--- src/rtl/extirq_pkg.sv ---
package extirq_pkg;

   typedef enum logic [1:0] {
      SENSE_LOW  = 2'b00,
      SENSE_FALL = 2'b01,
      SENSE_RISE = 2'b10,
      SENSE_BOTH = 2'b11
   } sense_e;

   localparam logic [1:0] ADDR_ENABLE = 2'd0;
   localparam logic [1:0] ADDR_STATUS = 2'd1;
   localparam logic [1:0] ADDR_SENSE  = 2'd2;

endpackage

--- src/rtl/extirq_sync.sv ---
module extirq_sync #(
   parameter int   WIDTH  = 8,
   parameter int   STAGES = 2,
   parameter logic IDLE   = 1'b1
) (
   input  logic             clk,
   input  logic             rst_n,
   input  logic [WIDTH-1:0] d,
   output logic [WIDTH-1:0] q
);
   if (STAGES < 2) begin : g_bad_stages
      $error("extirq_sync: STAGES must be at least 2");
   end

   for (genvar i = 0; i < WIDTH; i++) begin : g_bit
      logic [STAGES-1:0] chain_q;
      always_ff @(posedge clk or negedge rst_n) begin
         if (!rst_n) chain_q <= {STAGES{IDLE}};
         else        chain_q <= {chain_q[STAGES-2:0], d[i]};
      end
      assign q[i] = chain_q[STAGES-1];
   end
endmodule

--- src/rtl/extirq_sense.sv ---
module extirq_sense
   import extirq_pkg::*;
#(
   parameter logic IDLE = 1'b1
) (
   input  logic       clk,
   input  logic       rst_n,
   input  logic       lvl,
   input  logic [1:0] mode,
   output logic       event_o
);
   logic lvl_d;
   logic fell, rose;

   always_ff @(posedge clk or negedge rst_n) begin
      if (!rst_n) lvl_d <= IDLE;
      else        lvl_d <= lvl;
   end

   assign fell = lvl_d & ~lvl;
   assign rose = ~lvl_d & lvl;

   always_comb begin
      unique case (mode)
         SENSE_LOW:  event_o = ~lvl;
         SENSE_FALL: event_o = fell;
         SENSE_RISE: event_o = rose;
         default:    event_o = fell | rose;
      endcase
   end

   p_edge_needs_change_r4: assert property (@(posedge clk) disable iff (!rst_n)
      (mode != SENSE_LOW && event_o) |-> (lvl != $past(lvl)));
endmodule

--- src/rtl/extirq_flag.sv ---
module extirq_flag
   import extirq_pkg::*;
(
   input  logic       clk,
   input  logic       rst_n,
   input  logic       set_ev,
   input  logic       rd_stat,
   input  logic       wr_stat,
   input  logic       wbit,
   input  logic       ack_hit,
   input  logic [1:0] mode,
   input  logic       lvl,
   output logic       flag_q
);
   logic mark_q;
   logic clr_wr, clr_ack, clr_any;

   assign clr_wr  = wr_stat & ~wbit & mark_q;
   assign clr_ack = ack_hit & ((mode != SENSE_LOW) | lvl);
   assign clr_any = clr_wr | clr_ack;

   always_ff @(posedge clk or negedge rst_n) begin
      if (!rst_n) begin
         flag_q <= 1'b0;
         mark_q <= 1'b0;
      end else begin
         if (set_ev)       flag_q <= 1'b1;
         else if (clr_any) flag_q <= 1'b0;

         if (set_ev || clr_any)     mark_q <= 1'b0;
         else if (rd_stat && flag_q) mark_q <= 1'b1;
      end
   end

   p_set_only_by_event_r3: assert property (@(posedge clk) disable iff (!rst_n)
      $rose(flag_q) |-> $past(set_ev));
   p_set_wins_r11: assert property (@(posedge clk) disable iff (!rst_n)
      set_ev |=> flag_q);
   p_write_one_keeps_r7: assert property (@(posedge clk) disable iff (!rst_n)
      (flag_q && wr_stat && wbit && !ack_hit) |=> flag_q);
   p_unarmed_write_keeps_r8: assert property (@(posedge clk) disable iff (!rst_n)
      (flag_q && wr_stat && !mark_q && !ack_hit) |=> flag_q);
   p_edge_ack_clears_r10: assert property (@(posedge clk) disable iff (!rst_n)
      (ack_hit && mode != SENSE_LOW && !set_ev) |=> !flag_q);
   p_low_ack_held_r9: assert property (@(posedge clk) disable iff (!rst_n)
      (ack_hit && mode == SENSE_LOW && !lvl) |=> flag_q);
endmodule

--- src/rtl/extirq_ctrl.sv ---
module extirq_ctrl
   import extirq_pkg::*;
#(
   parameter int   N_IRQ       = 8,
   parameter int   DATA_W      = 16,
   parameter int   SYNC_STAGES = 2,
   parameter logic PIN_IDLE    = 1'b1,
   localparam int  ACK_W       = $clog2(N_IRQ),
   localparam int  SENSE_W     = 2 * N_IRQ
) (
   input  logic              clk,
   input  logic              rst_n,
   input  logic [N_IRQ-1:0]  irq_pin,
   input  logic              bus_sel,
   input  logic              bus_wr,
   input  logic [1:0]        bus_addr,
   input  logic [DATA_W-1:0] bus_wdata,
   output logic [DATA_W-1:0] bus_rdata,
   output logic              bus_rvalid,
   input  logic              ack_valid,
   input  logic [ACK_W-1:0]  ack_num,
   output logic              cpu_irq
);
   if (N_IRQ < 2) begin : g_bad_n
      $error("extirq_ctrl: N_IRQ must be at least 2");
   end
   if (DATA_W < SENSE_W) begin : g_bad_w
      $error("extirq_ctrl: DATA_W must hold two bits per pin");
   end

   logic [N_IRQ-1:0]   en_q;
   logic [SENSE_W-1:0] sense_q;
   logic [N_IRQ-1:0]   flags;
   logic [N_IRQ-1:0]   lvl;
   logic [N_IRQ-1:0]   evt;
   logic [DATA_W-1:0]  rd_mux;
   logic               rd_req, wr_req, rd_stat, wr_stat;

   assign rd_req  = bus_sel & ~bus_wr;
   assign wr_req  = bus_sel & bus_wr;
   assign rd_stat = rd_req & (bus_addr == ADDR_STATUS);
   assign wr_stat = wr_req & (bus_addr == ADDR_STATUS);

   extirq_sync #(.WIDTH(N_IRQ), .STAGES(SYNC_STAGES), .IDLE(PIN_IDLE)) u_sync (
      .clk   (clk),
      .rst_n (rst_n),
      .d     (irq_pin),
      .q     (lvl)
   );

   for (genvar i = 0; i < N_IRQ; i++) begin : g_pin
      logic [1:0] mode;
      logic       ack_hit;
      assign mode    = sense_q[2*i +: 2];
      assign ack_hit = ack_valid & (ack_num == ACK_W'(i));

      extirq_sense #(.IDLE(PIN_IDLE)) u_sense (
         .clk     (clk),
         .rst_n   (rst_n),
         .lvl     (lvl[i]),
         .mode    (mode),
         .event_o (evt[i])
      );

      extirq_flag u_flag (
         .clk     (clk),
         .rst_n   (rst_n),
         .set_ev  (evt[i]),
         .rd_stat (rd_stat),
         .wr_stat (wr_stat),
         .wbit    (bus_wdata[i]),
         .ack_hit (ack_hit),
         .mode    (mode),
         .lvl     (lvl[i]),
         .flag_q  (flags[i])
      );
   end

   always_ff @(posedge clk or negedge rst_n) begin
      if (!rst_n) begin
         en_q    <= '0;
         sense_q <= '0;
      end else if (wr_req) begin
         if (bus_addr == ADDR_ENABLE) en_q    <= bus_wdata[N_IRQ-1:0];
         if (bus_addr == ADDR_SENSE)  sense_q <= bus_wdata[SENSE_W-1:0];
      end
   end

   always_comb begin
      rd_mux = '0;
      unique case (bus_addr)
         ADDR_ENABLE: rd_mux[N_IRQ-1:0]   = en_q;
         ADDR_STATUS: rd_mux[N_IRQ-1:0]   = flags;
         ADDR_SENSE:  rd_mux[SENSE_W-1:0] = sense_q;
         default:     rd_mux = '0;
      endcase
   end

   always_ff @(posedge clk or negedge rst_n) begin
      if (!rst_n) begin
         bus_rdata  <= '0;
         bus_rvalid <= 1'b0;
      end else begin
         bus_rvalid <= rd_req;
         if (rd_req) bus_rdata <= rd_mux;
      end
   end

   assign cpu_irq = |(flags & en_q);

   p_rvalid_after_read_r12: assert property (@(posedge clk) disable iff (!rst_n)
      rd_req |=> bus_rvalid);
   p_rvalid_only_after_read_r12: assert property (@(posedge clk) disable iff (!rst_n)
      !rd_req |=> !bus_rvalid);
   p_irq_masked_r2: assert property (@(posedge clk) disable iff (!rst_n)
      (en_q == '0) |-> !cpu_irq);
   p_ack_in_range_r10: assert property (@(posedge clk) disable iff (!rst_n)
      ack_valid |-> (int'(ack_num) < N_IRQ));
endmodule

--- config.mk ---
export PLATFORM = sky130hd
export DESIGN_NAME = extirq_ctrl
export DESIGN_NICKNAME = d
export VERILOG_FILES = /design/src/rtl/extirq_pkg.sv /design/src/rtl/extirq_sync.sv /design/src/rtl/extirq_sense.sv /design/src/rtl/extirq_flag.sv /design/src/rtl/extirq_ctrl.sv
export SDC_FILE = /design/constraint.sdc
export NUM_CORES = 1
export LEC_CHECK = 0
export CORE_ASPECT_RATIO = 1.4
export CORE_UTILIZATION = 50
export CTS_BUF_LIST = sky130_fd_sc_hd__clkbuf_16
export CTS_CLUSTER_SIZE = 28
export DETAILED_ROUTE_END_ITERATION = 6
export GPL_TIMING_DRIVEN = 0
export HOLD_SLACK_MARGIN = 0.1
export PLACE_DENSITY_LB_ADDON = 0.1
export SLEW_MARGIN = 20
export SYNTH_ARGS = -nofsm -noshare
export SYNTH_HDL_FRONTEND = slang
export SYNTH_SLANG_ARGS = --single-unit
--- constraint.sdc ---
create_clock -name clk -period 2.9 [get_ports clk]
set_input_delay 0.435 -clock clk [delete_from_list [all_inputs] [get_ports clk]]
set_output_delay 0.435 -clock clk [all_outputs]
set_load 0.01 [all_outputs]
==> impl_metrics.env, run 1 <==
export IMPL_timing_critical_path_arrival_ns=1.60
export IMPL_crit_path_end_kind="primary output"
export IMPL_syn_to_final_growth_pct=25.7
export IMPL_hold_path_endpoint="u_sync.g_bit[4].chain_q[1]$_DFF_PN1_"
export IMPL_layout_cell_area_non_filler_mm2=0.00461
export IMPL_postSynthRegisterBits=81
export IMPL_power_frac_comb_pct=16.6
export IMPL_period_minus_slack_ns=2.03
export IMPL_horizontal_extent_of_the_die_um=74.4
export IMPL_ant_nets=0
export IMPL_power_static_leakage_nw=2.10
export IMPL_grt_antenna_before_repair=0
export IMPL_rsz0062_at_grt="false"
export IMPL_final_max_slew_viol_count=0
export IMPL_synth_area_mm2=0.00366
export IMPL_worst_setup_path_startpoint="g_pin[3].u_flag.flag_q$_DFFE_PN0P_"
export IMPL_floorplan_die_height_um=103
export IMPL_cts_hold_buffers=1
export IMPL_grt_overflow=0
export IMPL_syn_inst=279
export IMPL_grt_pass1_vias=2354
export IMPL_layout_drive_gt1_share_pct=24.8
export IMPL_layout_setup_ws_ns=0.866
export IMPL_r2r_cells=5
export IMPL_standard_cell_area_after_detailed_placement_mm2=0.00431
export IMPL_post_detailed_route_drc_marker_count=0
export IMPL_reg2reg_slack_ns=1.25
export IMPL_cts_root_buf="sky130_fd_sc_hd__clkbuf_16"
export IMPL_worst_path_cell_trace="a22oi_1 > nand4_1 > clkdlybuf4s50_1"
export IMPL_drtPass1Iterations=4
export IMPL_critical_path_n_buffers_inverters=1
export IMPL_post_cts_resize_count=0
export IMPL_clock_tree_from_tritoncts="built"
export IMPL_timing_critical_path_slowest_stage_cell="sky130_fd_sc_hd__clkdlybuf4s50_1"
export IMPL_hold_start="u_sync.g_bit[4].chain_q[0]$_DFF_PN1_"
export IMPL_detailed_place_hpwl_mm=5.43
export IMPL_cts_inserted_buffers=9
export IMPL_worst_path_dominant_cell_family="buffers and inverters"
export IMPL_post_synth_num_cell_types=30
export IMPL_power_share_of_the_sequential_group_pct=47.6
export IMPL_worst_setup_path_start_kind="flop"
export IMPL_setup_viol_count_final=0
export IMPL_row_count=36
export IMPL_clkSlewWorstSetupHoldPaths_ns=0.06
export IMPL_drtIter0Drc=117
export IMPL_placed_cells=425
export IMPL_die_area_mm2=0.00768
export IMPL_max_clock_freq_mhz=492
export IMPL_hold_path_depth=0
export IMPL_cp_required_ns=2.47
export IMPL_fin_setup_tns_ns=0
export IMPL_holdCritPathClass="flop to flop"
export IMPL_syn_mean_instance_area_um2=13.1
export IMPL_total_power_mw=3.03
export IMPL_post_cts_buffers=0
export IMPL_clock_power_share_pct=35.8
export IMPL_ios=52
export IMPL_internal_portion_of_total_power_mw=2.26
export IMPL_critPathMaxStageDelay_ns=0.50
export IMPL_preCtsSetupSlack_ns=0.762
export IMPL_worst_setup_path_type="flop to primary output"
export IMPL_global_route_usage_total_pct=21.6
export IMPL_relSlewSlack_pct=70.7
export IMPL_vias_per_cell=5.43
export IMPL_synthesis_nets=329
export IMPL_final_setup_skew_ns=0.0105
export IMPL_clockBufferDepth=2
export IMPL_finalHoldViolCount=0
export IMPL_grt_pass1_wl_mm=11.8
export IMPL_result_of_the_run="completed"
export IMPL_pwrdens_mw_per_mm2=658
export IMPL_power_switching_mw=0.770
export IMPL_tritoncts_num_sinks=81
export IMPL_initial_standard_cell_utilization_of_the_core_pct=52.2
export IMPL_grt_start_max_net_pins=58
export IMPL_synth_ff_type="sky130_fd_sc_hd__dfrtp_1"
export IMPL_io_buffer_count=50
export IMPL_drt_total_wl_mm=7.58
export IMPL_worst_pin_slew_ns=0.438
export IMPL_yosysWarningCount=0
export IMPL_final_instance_count_excl_fill=442
export IMPL_vias=2399
export IMPL_worst_path_max_fanout=4
export IMPL_regToRegStartpoint="g_pin[5].u_sense.lvl_d$_DFF_PN1_"
export IMPL_htreeDepth=3
export IMPL_swShare_pct=25.4
export IMPL_reg2reg_to="g_pin[5].u_flag.flag_q$_DFFE_PN0P_"
export IMPL_worst_skew_pair_late_latency_ns=0.34
export IMPL_gp_congestion=0.765
export IMPL_synth_async_sr_flop_share_pct=100
export IMPL_diodes=0
export IMPL_vdd_drop_max_uv=457
export IMPL_nFillCells=616
export IMPL_synth_edff_count=0
export IMPL_finalCritPeriodShare_pct=70.1
export IMPL_drv_max_cap_violation_count=0
export IMPL_design_core_area_mm2=0.00703
export IMPL_wl_per_cell_um=17.2
export IMPL_synth_seq_area_share_pct=56.1
export IMPL_nets=392
-- state kept, by name (all words and copies together), names as in the netlist --
| signal | count |
|---|---|
| sense_q | 16 |
| bus_rdata | 16 |
| bus_rvalid | 1 |
| g_pin.u_flag.mark_q | 8 |
| g_pin.u_sense.lvl_d | 8 |
| u_sync.g_bit.chain_q | 16 |
| g_pin.u_flag.flag_q | 8 |
| en_q | 8 |
-- cells by family (layout without fill, tap and decap cells) --
group | after synthesis | in the layout | synth area share (%)
AOI/OAI and AO/OA | 52 | 52 | 10.3
adders and majority gates | 16 | 16 | 5.46
buffers and inverters | 43 | 111 | 5.33
DFF | 81 | 81 | 56.1
muxes | 40 | 40 | 14.5
and+or+nand+nor | 47 | 47 | 8.30
-- layer usage --
metal / track usage, % / vias up / part of all wire (%)
met4: 8.27 / 0 / 1.2
met5: 0 / - / 0
li1: - / 1124 / -
met2: 38.0 / 45 / 54
met1: 26.1 / 1222 / 42
met3: 4.26 / 8 / 2.9
-- final cells by class --
type	count	area (um2)	share of cell area [%]
Sequential cell	81	2060	44.7
Clock inverter	7	61.3	1.33
Inverter	34	128	2.77
Clock buffer	9	225	4.89
Multi-Input combinational cell	155	1410	30.7
Buffer	9	67.6	1.47
Timing Repair Buffer	52	536	11.6
Tap cell	95	119	2.58
-- layout by cell type (no fill, tap or decap), drive strengths merged --
master,Yosys,final
o32ai,8,8
nand2,11,11
nor3b,2,2
dlygate4sd3,0,1
a2bb2oi,8,8
or2,1,1
a22oi,4,4
a21oi,8,8
o21bai,7,7
bufinv,0,1
buf,8,10
a22o,8,8
inv,34,36
ha,16,16
and4bb,1,1
clkdlybuf4s50,0,49
nand4,1,1
nand4b,2,2
dfstp,24,24
mux4,8,8
clkinv,0,3
clkbuf,1,10
nand2b,12,12
dfrtp,57,57
mux2,24,24
o21ai,9,9
mux2i,8,8
clkinvlp,0,1
nor3,16,16
nor2b,1,1
-- Yosys cell counts (all sizes together), types with 2 or more instances --
cell	n	area share, %
dfrtp	57	39
inv	34	3.5
dfstp	24	17
mux2	24	7.4
ha	16	5.5
nor3	16	2.5
nand2b	12	2.0
nand2	11	1.1
o21ai	9	1.2
a21oi	8	1.1
a22o	8	1.9
a2bb2oi	8	1.9
buf	8	1.7
mux2i	8	2.2
mux4	8	4.9
o32ai	8	1.9
o21bai	7	1.4
a22oi	4	0.82
nand4b	2	1.1
nor3b	2	0.72
-- per-stage QoR --
stage,util (%),hold WS [ns]
floorplan,-,0.139
global placement,61.0,0.346
detailed placement,61.3,0.348
CTS,65.5,0.356
global route,65.5,0.360
finish,65.5,0.355
-- worst max-delay path by stage --
stage                                               endpoint  slack (ns)  cells past startpoint
after floorplan           g_pin[0].u_flag.flag_q$_DFFE_PN0P_        1.34                      5
after global placement               sense_q[12]$_DFFE_PN0P_       -1.40                      1
after detailed placement  g_pin[5].u_flag.mark_q$_DFFE_PN0P_        0.76                      5
after CTS                                            cpu_irq        0.85                      3
after global routing                                 cpu_irq        0.79                      3
final                                                cpu_irq        0.87                      3
-- power by group through the flow --
stage / Sequential (mW) / Combinational (mW) / Clock (mW)
final: 1.44 / 0.503 / 1.09
after detailed placement: 1.46 / 0.506 / 0
after global routing: 1.46 / 0.557 / 1.16
after global placement: 1.45 / 0.488 / 0
after floorplan: 1.43 / 0.296 / 0
after CTS: 1.44 / 0.510 / 1.11
No activity file was read; power rests on OpenSTA's default activity.
==> run 2: changes to the inputs <==
==> constraint.sdc (replaced) <==
create_clock -name clk -period 2 [get_ports clk]
set_input_delay 0.3 -clock clk [delete_from_list [all_inputs] [get_ports clk]]
set_output_delay 0.3 -clock clk [all_outputs]
set_load 0.01 [all_outputs]
==> results of run 2 <==
Same layout as run 1 (identical final DEF). Status: completed.
Among the figures that moved: setup slack after placement 0.762 ns -> -0.00289 ns; setup slack after layout 0.866 ns -> 0.101 ns; register-to-register setup slack 1.25 ns -> 0.35 ns; total power 3.03 mW -> 4.40 mW; worst IR drop on VDD 457 uV -> 662 uV
